<file path="src/rtl/spi_seq_pkg.sv">
package spi_seq_pkg;
  localparam logic [3:0] OP_BURST = 4'd0;
  localparam logic [3:0] OP_SELECT = 4'd1;
  localparam logic [3:0] OP_SETTING = 4'd2;
  localparam logic [3:0] OP_MISC = 4'd3;
  localparam logic [3:0] OP_POLMASK = 4'd4;

  localparam logic [3:0] MISC_MARK = 4'd0;
  localparam logic [3:0] MISC_PAUSE = 4'd1;

  // control -> datapath strobes
  typedef struct packed {
    logic settingWr;
    logic [1:0] settingSel;
    logic [7:0] arg;
    logic selLoad;
    logic maskLoad;
    logic wordStart;
    logic wordWr;
    logic wordRd;
    logic burstOn;
    logic pauseOn;
  } seqStrobe_t;
endpackage

</file>
<file path="src/rtl/spi_seq_ctrl.sv">
module spi_seq_ctrl
  import spi_seq_pkg::*;
(
  input  logic clk,
  input  logic rstN,
  input  logic cmdValid,
  output logic cmdReady,
  input  logic [15:0] cmdData,
  input  logic txValid,
  output logic txReady,
  input  logic rxPending,
  input  logic tick,
  input  logic wordDone,
  output seqStrobe_t strb,
  output logic syncValid,
  output logic [7:0] syncId
);
  typedef enum logic [1:0] {ST_IDLE, ST_BURST, ST_PAUSE} seqState_t;

  seqState_t state;
  logic [7:0] wordsLeft;
  logic wrFlag, rdFlag, inWord;
  logic [8:0] pauseCnt;
  logic [3:0] opc, argA;
  logic [7:0] argB;
  logic accept, canStart;

  assign opc = cmdData[15:12];
  assign argA = cmdData[11:8];
  assign argB = cmdData[7:0];
  assign cmdReady = (state == ST_IDLE);
  assign accept = cmdValid && cmdReady;
  assign canStart = (state == ST_BURST) && !inWord &&
                    (!wrFlag || txValid) && (!rdFlag || !rxPending);
  assign txReady = canStart && wrFlag;

  always_comb begin
    strb = '0;
    strb.settingWr = accept && (opc == OP_SETTING) && (argA < 4'd3);
    strb.settingSel = argA[1:0];
    strb.arg = argB;
    strb.selLoad = accept && (opc == OP_SELECT);
    strb.maskLoad = accept && (opc == OP_POLMASK);
    strb.wordStart = canStart;
    strb.wordWr = wrFlag;
    strb.wordRd = rdFlag;
    strb.burstOn = (state == ST_BURST);
    strb.pauseOn = (state == ST_PAUSE);
  end

  always_ff @(posedge clk or negedge rstN) begin
    if (!rstN) begin
      state <= ST_IDLE;
      wordsLeft <= '0;
      wrFlag <= 1'b0;
      rdFlag <= 1'b0;
      inWord <= 1'b0;
      pauseCnt <= '0;
      syncValid <= 1'b0;
      syncId <= '0;
    end else begin
      syncValid <= 1'b0;
      unique case (state)
        ST_IDLE: begin
          if (accept) begin
            if (opc == OP_BURST) begin
              wordsLeft <= argB;
              wrFlag <= argA[0];
              rdFlag <= argA[1];
              inWord <= 1'b0;
              state <= ST_BURST;
            end else if (opc == OP_MISC && argA == MISC_PAUSE) begin
              pauseCnt <= {argB, 1'b1};
              state <= ST_PAUSE;
            end else if (opc == OP_MISC && argA == MISC_MARK) begin
              syncValid <= 1'b1;
              syncId <= argB;
            end
          end
        end
        ST_BURST: begin
          if (canStart) inWord <= 1'b1;
          if (wordDone) begin
            inWord <= 1'b0;
            if (wordsLeft == '0) state <= ST_IDLE;
            else wordsLeft <= wordsLeft - 8'd1;
          end
        end
        ST_PAUSE: begin
          if (tick) begin
            if (pauseCnt == '0) state <= ST_IDLE;
            else pauseCnt <= pauseCnt - 9'd1;
          end
        end
        default: state <= ST_IDLE;
      endcase
    end
  end
endmodule

</file>
<file path="src/rtl/spi_seq_datapath.sv">
module spi_seq_datapath
  import spi_seq_pkg::*;
#(
  parameter int DATA_W = 32,
  parameter int CS_W = 8
) (
  input  logic clk,
  input  logic rstN,
  input  seqStrobe_t strb,
  input  logic [DATA_W-1:0] txData,
  input  logic sdi,
  input  logic rxReady,
  output logic tick,
  output logic wordDone,
  output logic sclk,
  output logic sdo,
  output logic sdoOe,
  output logic [CS_W-1:0] csN,
  output logic rxValid,
  output logic [DATA_W-1:0] rxData
);
  localparam int WB = $clog2(DATA_W + 1);
  localparam int EB = WB + 1;
  localparam logic [WB-1:0] WIDTH_RESET = WB'(8);

  logic [7:0] divVal, divCnt;
  logic [3:0] modeBits;
  logic [WB-1:0] widthCfg, effW;
  logic [CS_W-1:0] polMask;
  logic busy, phase;
  logic [EB-1:0] edgeCnt, lastEdgeVal;
  logic [DATA_W-1:0] txSh, rxSh, rxNext;
  logic lastEdge, leading, doShift, doSample, running;
  logic cpha, cpol, threeWire, idleHigh;

  assign cpha = modeBits[0];
  assign cpol = modeBits[1];
  assign threeWire = modeBits[2];
  assign idleHigh = modeBits[3];

  // settings and chip selects
  always_ff @(posedge clk or negedge rstN) begin
    if (!rstN) begin
      divVal <= '0;
      modeBits <= '0;
      widthCfg <= WIDTH_RESET;
      polMask <= '0;
      csN <= '1;
    end else begin
      if (strb.settingWr) begin
        case (strb.settingSel)
          2'd0: divVal <= strb.arg;
          2'd1: modeBits <= strb.arg[3:0];
          default: widthCfg <= WB'(strb.arg);
        endcase
      end
      if (strb.maskLoad) polMask <= strb.arg[CS_W-1:0];
      if (strb.selLoad) csN <= strb.arg[CS_W-1:0] ^ polMask;
    end
  end

  always_comb begin
    effW = (widthCfg == '0 || widthCfg > WB'(DATA_W)) ? WB'(DATA_W) : widthCfg;
    lastEdgeVal = {effW, 1'b0} - EB'(1);
  end

  // reference clock divider, shared by shifting and pausing
  assign running = busy || strb.pauseOn;
  assign tick = running && (divCnt == divVal);

  always_ff @(posedge clk or negedge rstN) begin
    if (!rstN) divCnt <= '0;
    else if (!running || tick) divCnt <= '0;
    else divCnt <= divCnt + 8'd1;
  end

  // shift engine
  assign leading = !edgeCnt[0];
  assign lastEdge = (edgeCnt == lastEdgeVal);
  assign doShift = tick && busy && (cpha ? (leading && edgeCnt != '0) : !leading);
  assign doSample = tick && busy && (cpha ? !leading : leading);
  assign wordDone = tick && busy && lastEdge;
  assign rxNext = doSample ? {rxSh[DATA_W-2:0], sdi} : rxSh;

  always_ff @(posedge clk or negedge rstN) begin
    if (!rstN) begin
      busy <= 1'b0;
      phase <= 1'b0;
      edgeCnt <= '0;
      txSh <= '0;
      rxSh <= '0;
      rxValid <= 1'b0;
      rxData <= '0;
    end else begin
      if (strb.wordStart) begin
        busy <= 1'b1;
        phase <= 1'b0;
        edgeCnt <= '0;
        txSh <= txData << (DATA_W - int'(effW));
        rxSh <= '0;
      end else if (tick && busy) begin
        phase <= ~phase;
        edgeCnt <= edgeCnt + EB'(1);
        rxSh <= rxNext;
        if (doShift) txSh <= {txSh[DATA_W-2:0], 1'b0};
        if (lastEdge) busy <= 1'b0;
      end
      if (wordDone && strb.wordRd) begin
        rxValid <= 1'b1;
        rxData <= rxNext;
      end else if (rxValid && rxReady) begin
        rxValid <= 1'b0;
      end
    end
  end

  assign sclk = cpol ^ phase;
  assign sdo = (busy && strb.wordWr) ? txSh[DATA_W-1] : idleHigh;
  assign sdoOe = !(threeWire && strb.burstOn && !strb.wordWr);
endmodule

</file>
<file path="src/rtl/spi_cmd_sequencer.sv">
module spi_cmd_sequencer
  import spi_seq_pkg::*;
#(
  parameter int DATA_W = 32,
  parameter int CS_W = 8
) (
  input  logic clk,
  input  logic rstN,
  input  logic cmdValid,
  output logic cmdReady,
  input  logic [15:0] cmdData,
  input  logic txValid,
  output logic txReady,
  input  logic [DATA_W-1:0] txData,
  output logic rxValid,
  input  logic rxReady,
  output logic [DATA_W-1:0] rxData,
  output logic sclk,
  output logic sdo,
  output logic sdoOe,
  input  logic sdi,
  output logic [CS_W-1:0] csN,
  output logic syncValid,
  output logic [7:0] syncId
);
  seqStrobe_t strb;
  logic tick, wordDone;

  spi_seq_ctrl u_ctrl (
    .clk(clk), .rstN(rstN),
    .cmdValid(cmdValid), .cmdReady(cmdReady), .cmdData(cmdData),
    .txValid(txValid), .txReady(txReady),
    .rxPending(rxValid), .tick(tick), .wordDone(wordDone),
    .strb(strb), .syncValid(syncValid), .syncId(syncId)
  );

  spi_seq_datapath #(.DATA_W(DATA_W), .CS_W(CS_W)) u_dp (
    .clk(clk), .rstN(rstN), .strb(strb), .txData(txData), .sdi(sdi),
    .rxReady(rxReady), .tick(tick), .wordDone(wordDone),
    .sclk(sclk), .sdo(sdo), .sdoOe(sdoOe), .csN(csN),
    .rxValid(rxValid), .rxData(rxData)
  );
endmodule

</file>
<file path="config.mk">
export PLATFORM = sky130hd
export DESIGN_NAME = spi_cmd_sequencer
export DESIGN_NICKNAME = d
export VERILOG_FILES = /design/src/rtl/spi_seq_pkg.sv /design/src/rtl/spi_seq_ctrl.sv /design/src/rtl/spi_seq_datapath.sv /design/src/rtl/spi_cmd_sequencer.sv
export SDC_FILE = /design/constraint.sdc
export NUM_CORES = 1
export LEC_CHECK = 0
export ABC_AREA = 1
export BUFFER_PORTS_ARGS = -buffer_cell sky130_fd_sc_hd__buf_4
export CAP_MARGIN = 20
export CORE_ASPECT_RATIO = 1.75
export CORE_MARGIN = 8
export CORE_UTILIZATION = 45
export CTS_BUF_LIST = sky130_fd_sc_hd__clkbuf_8
export DETAILED_ROUTE_END_ITERATION = 8
export PLACE_DENSITY_LB_ADDON = 0.1
export SYNTH_ARGS = -nofsm -noshare
export SYNTH_HDL_FRONTEND = slang
export SYNTH_HIERARCHICAL = 1
export SYNTH_SLANG_ARGS = --single-unit
</file>
<file path="constraint.sdc">
create_clock -name clk -period 5.8 [get_ports clk]
set_input_delay 0.29 -clock clk [delete_from_list [all_inputs] [get_ports clk]]
set_output_delay 0.29 -clock clk [all_outputs]
set_load 0.02 [all_outputs]
</file>
==> flow_results.xml <==
<?xml version="1.0" encoding="UTF-8"?>
<metrics>
  <group name="critical_path">
    <metric name="worst-setup-path-type" unit="">reg2reg</metric>
    <metric name="worst_setup_path_end_kind" unit="">flop</metric>
    <metric name="ff2ff_setup_slack" unit="ns">2.01</metric>
    <metric name="critical-path-max-stage-delay" unit="ns">0.64</metric>
    <metric name="critical-path-top-delay-family" unit="">simple AND/OR/NAND/NOR gates</metric>
    <metric name="cpMostUsedCell" unit="">sky130_fd_sc_hd__nand2_1</metric>
    <metric name="reg2reg_from" unit="">u_dp/widthCfg[3]$_DFFE_PN1P_</metric>
    <metric name="crit_path_top_delay_cell" unit="">sky130_fd_sc_hd__nand3_2</metric>
    <metric name="crit_chain" unit="">nor2_1 &gt; nand3_1 &gt; nand2_1 &gt; nand3_1 &gt; buf_4 &gt; ha_1 &gt; buf_4 &gt; nand2_1 &gt; nand2_1 &gt; nor4_2 &gt; nand3_2 &gt; buf_4 &gt; nand2_1 &gt; o21ai_2</metric>
    <metric name="req_time_crit_path" unit="ns">6.13</metric>
    <metric name="worst_setup_sp_type" unit="">flop</metric>
    <metric name="cp.arrival" unit="ns">4.12</metric>
    <metric name="worst-path-max-fanout" unit="">36</metric>
    <metric name="cp-startpoint" unit="">u_dp/widthCfg[3]$_DFFE_PN1P_</metric>
    <metric name="worstPathBufferInverterCount" unit="">3</metric>
  </group>
  <group name="timing">
    <metric name="fmaxAchievable" unit="MHz">264.2</metric>
    <metric name="period_share" unit="">0.6527</metric>
    <metric name="finalHoldViolCount" unit="">0</metric>
    <metric name="setup_violators_final" unit="">0</metric>
    <metric name="worst_slew_margin_rel" unit="">0.3788</metric>
    <metric name="timing.clock.skew" unit="ns">0.01078</metric>
    <metric name="rsz0062_at_grt" unit="">no</metric>
    <metric name="finalWorstPathRequiredPeriod" unit="ns">3.786</metric>
    <metric name="timing.final.max_slew_violations" unit="">0</metric>
    <metric name="actual_slew_at_the_worst_max_slew_pin" unit="ns">0.9307</metric>
    <metric name="timing.setup.tns" unit="ns">0</metric>
  </group>
  <group name="min_path">
    <metric name="worst_hold_path_type" unit="">in2reg</metric>
    <metric name="hold_path_startpoint" unit="">rxReady</metric>
  </group>
  <group name="floorplan">
    <metric name="design.die.area" unit="mm^2">0.02873</metric>
    <metric name="top_level_ports" unit="">109</metric>
    <metric name="chip_width" unit="um">131.6</metric>
    <metric name="design.core.area" unit="mm^2">0.02315</metric>
    <metric name="die_height" unit="um">218.3</metric>
    <metric name="row_count" unit="">74</metric>
    <metric name="initial_core_utilization" unit="">0.4548</metric>
  </group>
  <group name="synth">
    <metric name="synthTopCellsByArea" unit="">sky130_fd_sc_hd__dfrtp_1 (40%), sky130_fd_sc_hd__nand2_1 (18%), sky130_fd_sc_hd__nand3_1 (8.5%)</metric>
    <metric name="synth_top_cell_by_area" unit="">sky130_fd_sc_hd__dfrtp_1</metric>
    <metric name="synthesis.area" unit="mm^2">0.01053</metric>
    <metric name="seq_area_frac_synth" unit="">0.4266</metric>
    <metric name="synth-edff-count" unit="">0</metric>
    <metric name="synth_top_flop_cell" unit="">sky130_fd_sc_hd__dfrtp_1</metric>
    <metric name="yosys_warnings" unit="">6</metric>
    <metric name="syn_area_per_cell" unit="um^2">7.050</metric>
    <metric name="number_of_nets_in_the_synthesized_netlist" unit="">1555</metric>
    <metric name="cells_after_synth" unit="">1493</metric>
    <metric name="synth_top_area_frac" unit="">0.4041</metric>
    <metric name="postSynthRegisterBits" unit="">179</metric>
    <metric name="synthArstFlopShare" unit="">1.000</metric>
    <metric name="synth.lib_cells_used.distinct" unit="">45</metric>
  </group>
  <group name="job">
    <metric name="timing.max_cap.violations" unit="">0</metric>
  </group>
  <group name="routing">
    <metric name="routed-via-count" unit="">9594</metric>
    <metric name="post_drt_wl_per_cell" unit="um">14.74</metric>
    <metric name="avgViaCountPerCell" unit="">5.122</metric>
    <metric name="detailedRoute.firstIterationViolations" unit="">476</metric>
    <metric name="drt_pre_antenna_iters" unit="">5</metric>
    <metric name="detail_route.drc_violations" unit="">0</metric>
    <metric name="drt-total-wl" unit="mm">27.62</metric>
    <metric name="drt.antenna.violating_nets" unit="">0</metric>
  </group>
  <group name="placed_design">
    <metric name="dpl-instance-area" unit="mm^2">0.01141</metric>
    <metric name="post-place-cells" unit="">1840</metric>
    <metric name="dp_hpwl" unit="mm">20.73</metric>
    <metric name="gp_routability_congestion" unit="">0.9451</metric>
    <metric name="placement.io_buffers" unit="">108</metric>
  </group>
  <group name="finish">
    <metric name="layout.cells.most_common_list" unit="">sky130_fd_sc_hd__nand2_1 (503), sky130_fd_sc_hd__nand3_1 (178), sky130_fd_sc_hd__dfrtp_1 (170)</metric>
    <metric name="nets" unit="">1618</metric>
    <metric name="area_growth_syn_to_layout" unit="%">12.25</metric>
    <metric name="instances_no_fill" unit="">1873</metric>
    <metric name="post_route_cells_drive_above_1_share" unit="">0.1345</metric>
    <metric name="stdcell_area" unit="mm^2">0.01182</metric>
    <metric name="diodes" unit="">0</metric>
    <metric name="final_common_cell" unit="">sky130_fd_sc_hd__nand2_1</metric>
  </group>
  <group name="pwr">
    <metric name="vdd.ir_drop.worst" unit="mV">0.1990</metric>
    <metric name="cellLeakagePower" unit="nW">5.962</metric>
    <metric name="power-per-cell-area" unit="mW/mm^2">293.4</metric>
  </group>
  <group name="global_route">
    <metric name="grt_max_degree" unit="">73</metric>
    <metric name="grtUsageTotal" unit="">0.1964</metric>
    <metric name="total_congestion_overflow_after_global_routing" unit="">0</metric>
    <metric name="number_of_global_route_vias_before_repair" unit="">9546</metric>
    <metric name="antenna_found_initial" unit="">0</metric>
    <metric name="grt_pass1_wl" unit="mm">46.37</metric>
  </group>
  <group name="clock_tree">
    <metric name="clock_path_buffers" unit="">2</metric>
    <metric name="clkLatencyLatePin" unit="ns">0.45</metric>
    <metric name="h-tree-depth" unit="">4</metric>
    <metric name="clock-root-buffer" unit="">sky130_fd_sc_hd__clkbuf_8</metric>
    <metric name="total_clock_buffers_created_by_cts" unit="">17</metric>
    <metric name="tritoncts_clock_tree" unit="">yes</metric>
    <metric name="cts.sink_count" unit="">179</metric>
    <metric name="clk_transition_reported_paths" unit="ns">0.09</metric>
  </group>
  <group name="status">
    <metric name="run_status" unit="">complete, no violations</metric>
  </group>
</metrics>
-- flip-flops by register name (all words and copies together), names as in the netlist, 2 cells and up --
name / cells
u_dp/rxData: 32
u_dp/rxSh: 32
u_dp/txSh: 32
u_ctrl/pauseCnt: 9
u_ctrl/syncId: 8
u_ctrl/wordsLeft: 8
u_dp/csN: 8
u_dp/divCnt: 8
u_dp/divVal: 8
u_dp/polMask: 8
u_dp/edgeCnt: 7
u_dp/widthCfg: 6
u_dp/modeBits: 4
u_ctrl/state: 2
-- per-stage QoR --
| stage | power [mW] | worst slack (ns) | hold WS [ns] | util |
|---|---|---|---|---|
| floorplan | 2.352 | 3.079 | -0.005591 | - |
| global placement | 2.627 | 2.035 | 0.2718 | 0.4931 |
| detailed placement | 2.645 | 2.016 | 0.2741 | 0.4931 |
| CTS | 3.506 | 1.982 | 0.02046 | 0.5105 |
| global route | 3.746 | 1.644 | 0.02030 | 0.5105 |
| finish | 3.467 | 2.014 | 0.04571 | 0.5105 |
-- routing by layer --
metal  vias to the layer above  GRT usage  part of all wire  wire length, um
li1                       4861          -                 -                -
met1                      4513     0.2105              0.40            10950
met2                       171     0.3667              0.54            14830
met3                        49    0.03126             0.029              789
met4                         0    0.09773             0.038             1056
met5                         -          0                 0                0
-- synth_stat cells, drive strengths merged, types with 7 or more instances --
cell	n
o211ai	8
nand4	7
nand3	181
nand2	506
xnor2	10
buf	45
dfrtp	170
a21oi	20
ha	8
clkbuf	34
o21ai	167
inv	165
nor2	113
xor2	12
dfstp	9
-- kinds of logic after synthesis --
| family | count (synthesis) | share of synthesized area |
|---|---|---|
| simple gates | 829 | 0.3298 |
| buf+inv | 244 | 0.09949 |
| compound gates | 208 | 0.1113 |
| flops | 179 | 0.4266 |
| xor+xnor | 22 | 0.02009 |
| fa+ha+maj | 8 | 0.009509 |
| mux | 3 | 0.003209 |
-- path summary, 6_finish.rpt --
kind / endpoint / depth (start not counted)
worst max-delay path: u_dp/rxData[12]$_DFFE_PN0P_ / 14
worst min-delay path: u_dp/rxValid$_DFFE_PN0P_ / 2
worst max register to register: u_dp/rxData[12]$_DFFE_PN0P_ / 14
worst min register to register: u_dp/txSh[22]$_DFFE_PN0P_ / 2
max in group asynchronous: u_dp/rxSh[5]$_DFFE_PN0P_ / 3
min in group asynchronous: u_ctrl/pauseCnt[0]$_DFFE_PN0P_ / 2
-- what timing repair did --
action                                  in CTS  in global routing
setup buffers                                0                  0
endpoints found under the setup margin       0                  0
hold endpoints to repair                    49                  0
gates resized for setup                      0                  0
hold buffers                                 1                  0
-- final cells by class --
| cell class | instances | area, um^2 |
|---|---|---|
| Fill cell | 2421 | 11330 |
| Multi-Input combinational cell | 1070 | 5005 |
| Sequential cell | 179 | 4491 |
| Timing Repair Buffer | 123 | 929.6 |
| Inverter | 165 | 619.3 |
| Tap cell | 304 | 380.4 |
| Clock buffer | 17 | 234.0 |
| Clock inverter | 15 | 157.7 |
-- where the power goes --
group          switching, mW  internal, mW
logic                  0.644         0.364
clock network          0.461         0.386
registers              0.148          1.46
-- worst reg2reg max path: stages, from the launching register on --
cell and delay [ns]:
sky130_fd_sc_hd__dfstp_2 0.57, sky130_fd_sc_hd__nor2_1 0.05, sky130_fd_sc_hd__nand3_1 0.09, sky130_fd_sc_hd__nand2_1 0.09
sky130_fd_sc_hd__nand3_1 0.08, sky130_fd_sc_hd__buf_4 0.33, sky130_fd_sc_hd__ha_1 0.32, sky130_fd_sc_hd__buf_4 0.24
sky130_fd_sc_hd__nand2_1 0.14, sky130_fd_sc_hd__nand2_1 0.07, sky130_fd_sc_hd__nor4_2 0.36, sky130_fd_sc_hd__nand3_2 0.64
sky130_fd_sc_hd__buf_4 0.52, sky130_fd_sc_hd__nand2_1 0.13, sky130_fd_sc_hd__o21ai_2 0.05
(Power assumes the default switching activity.)
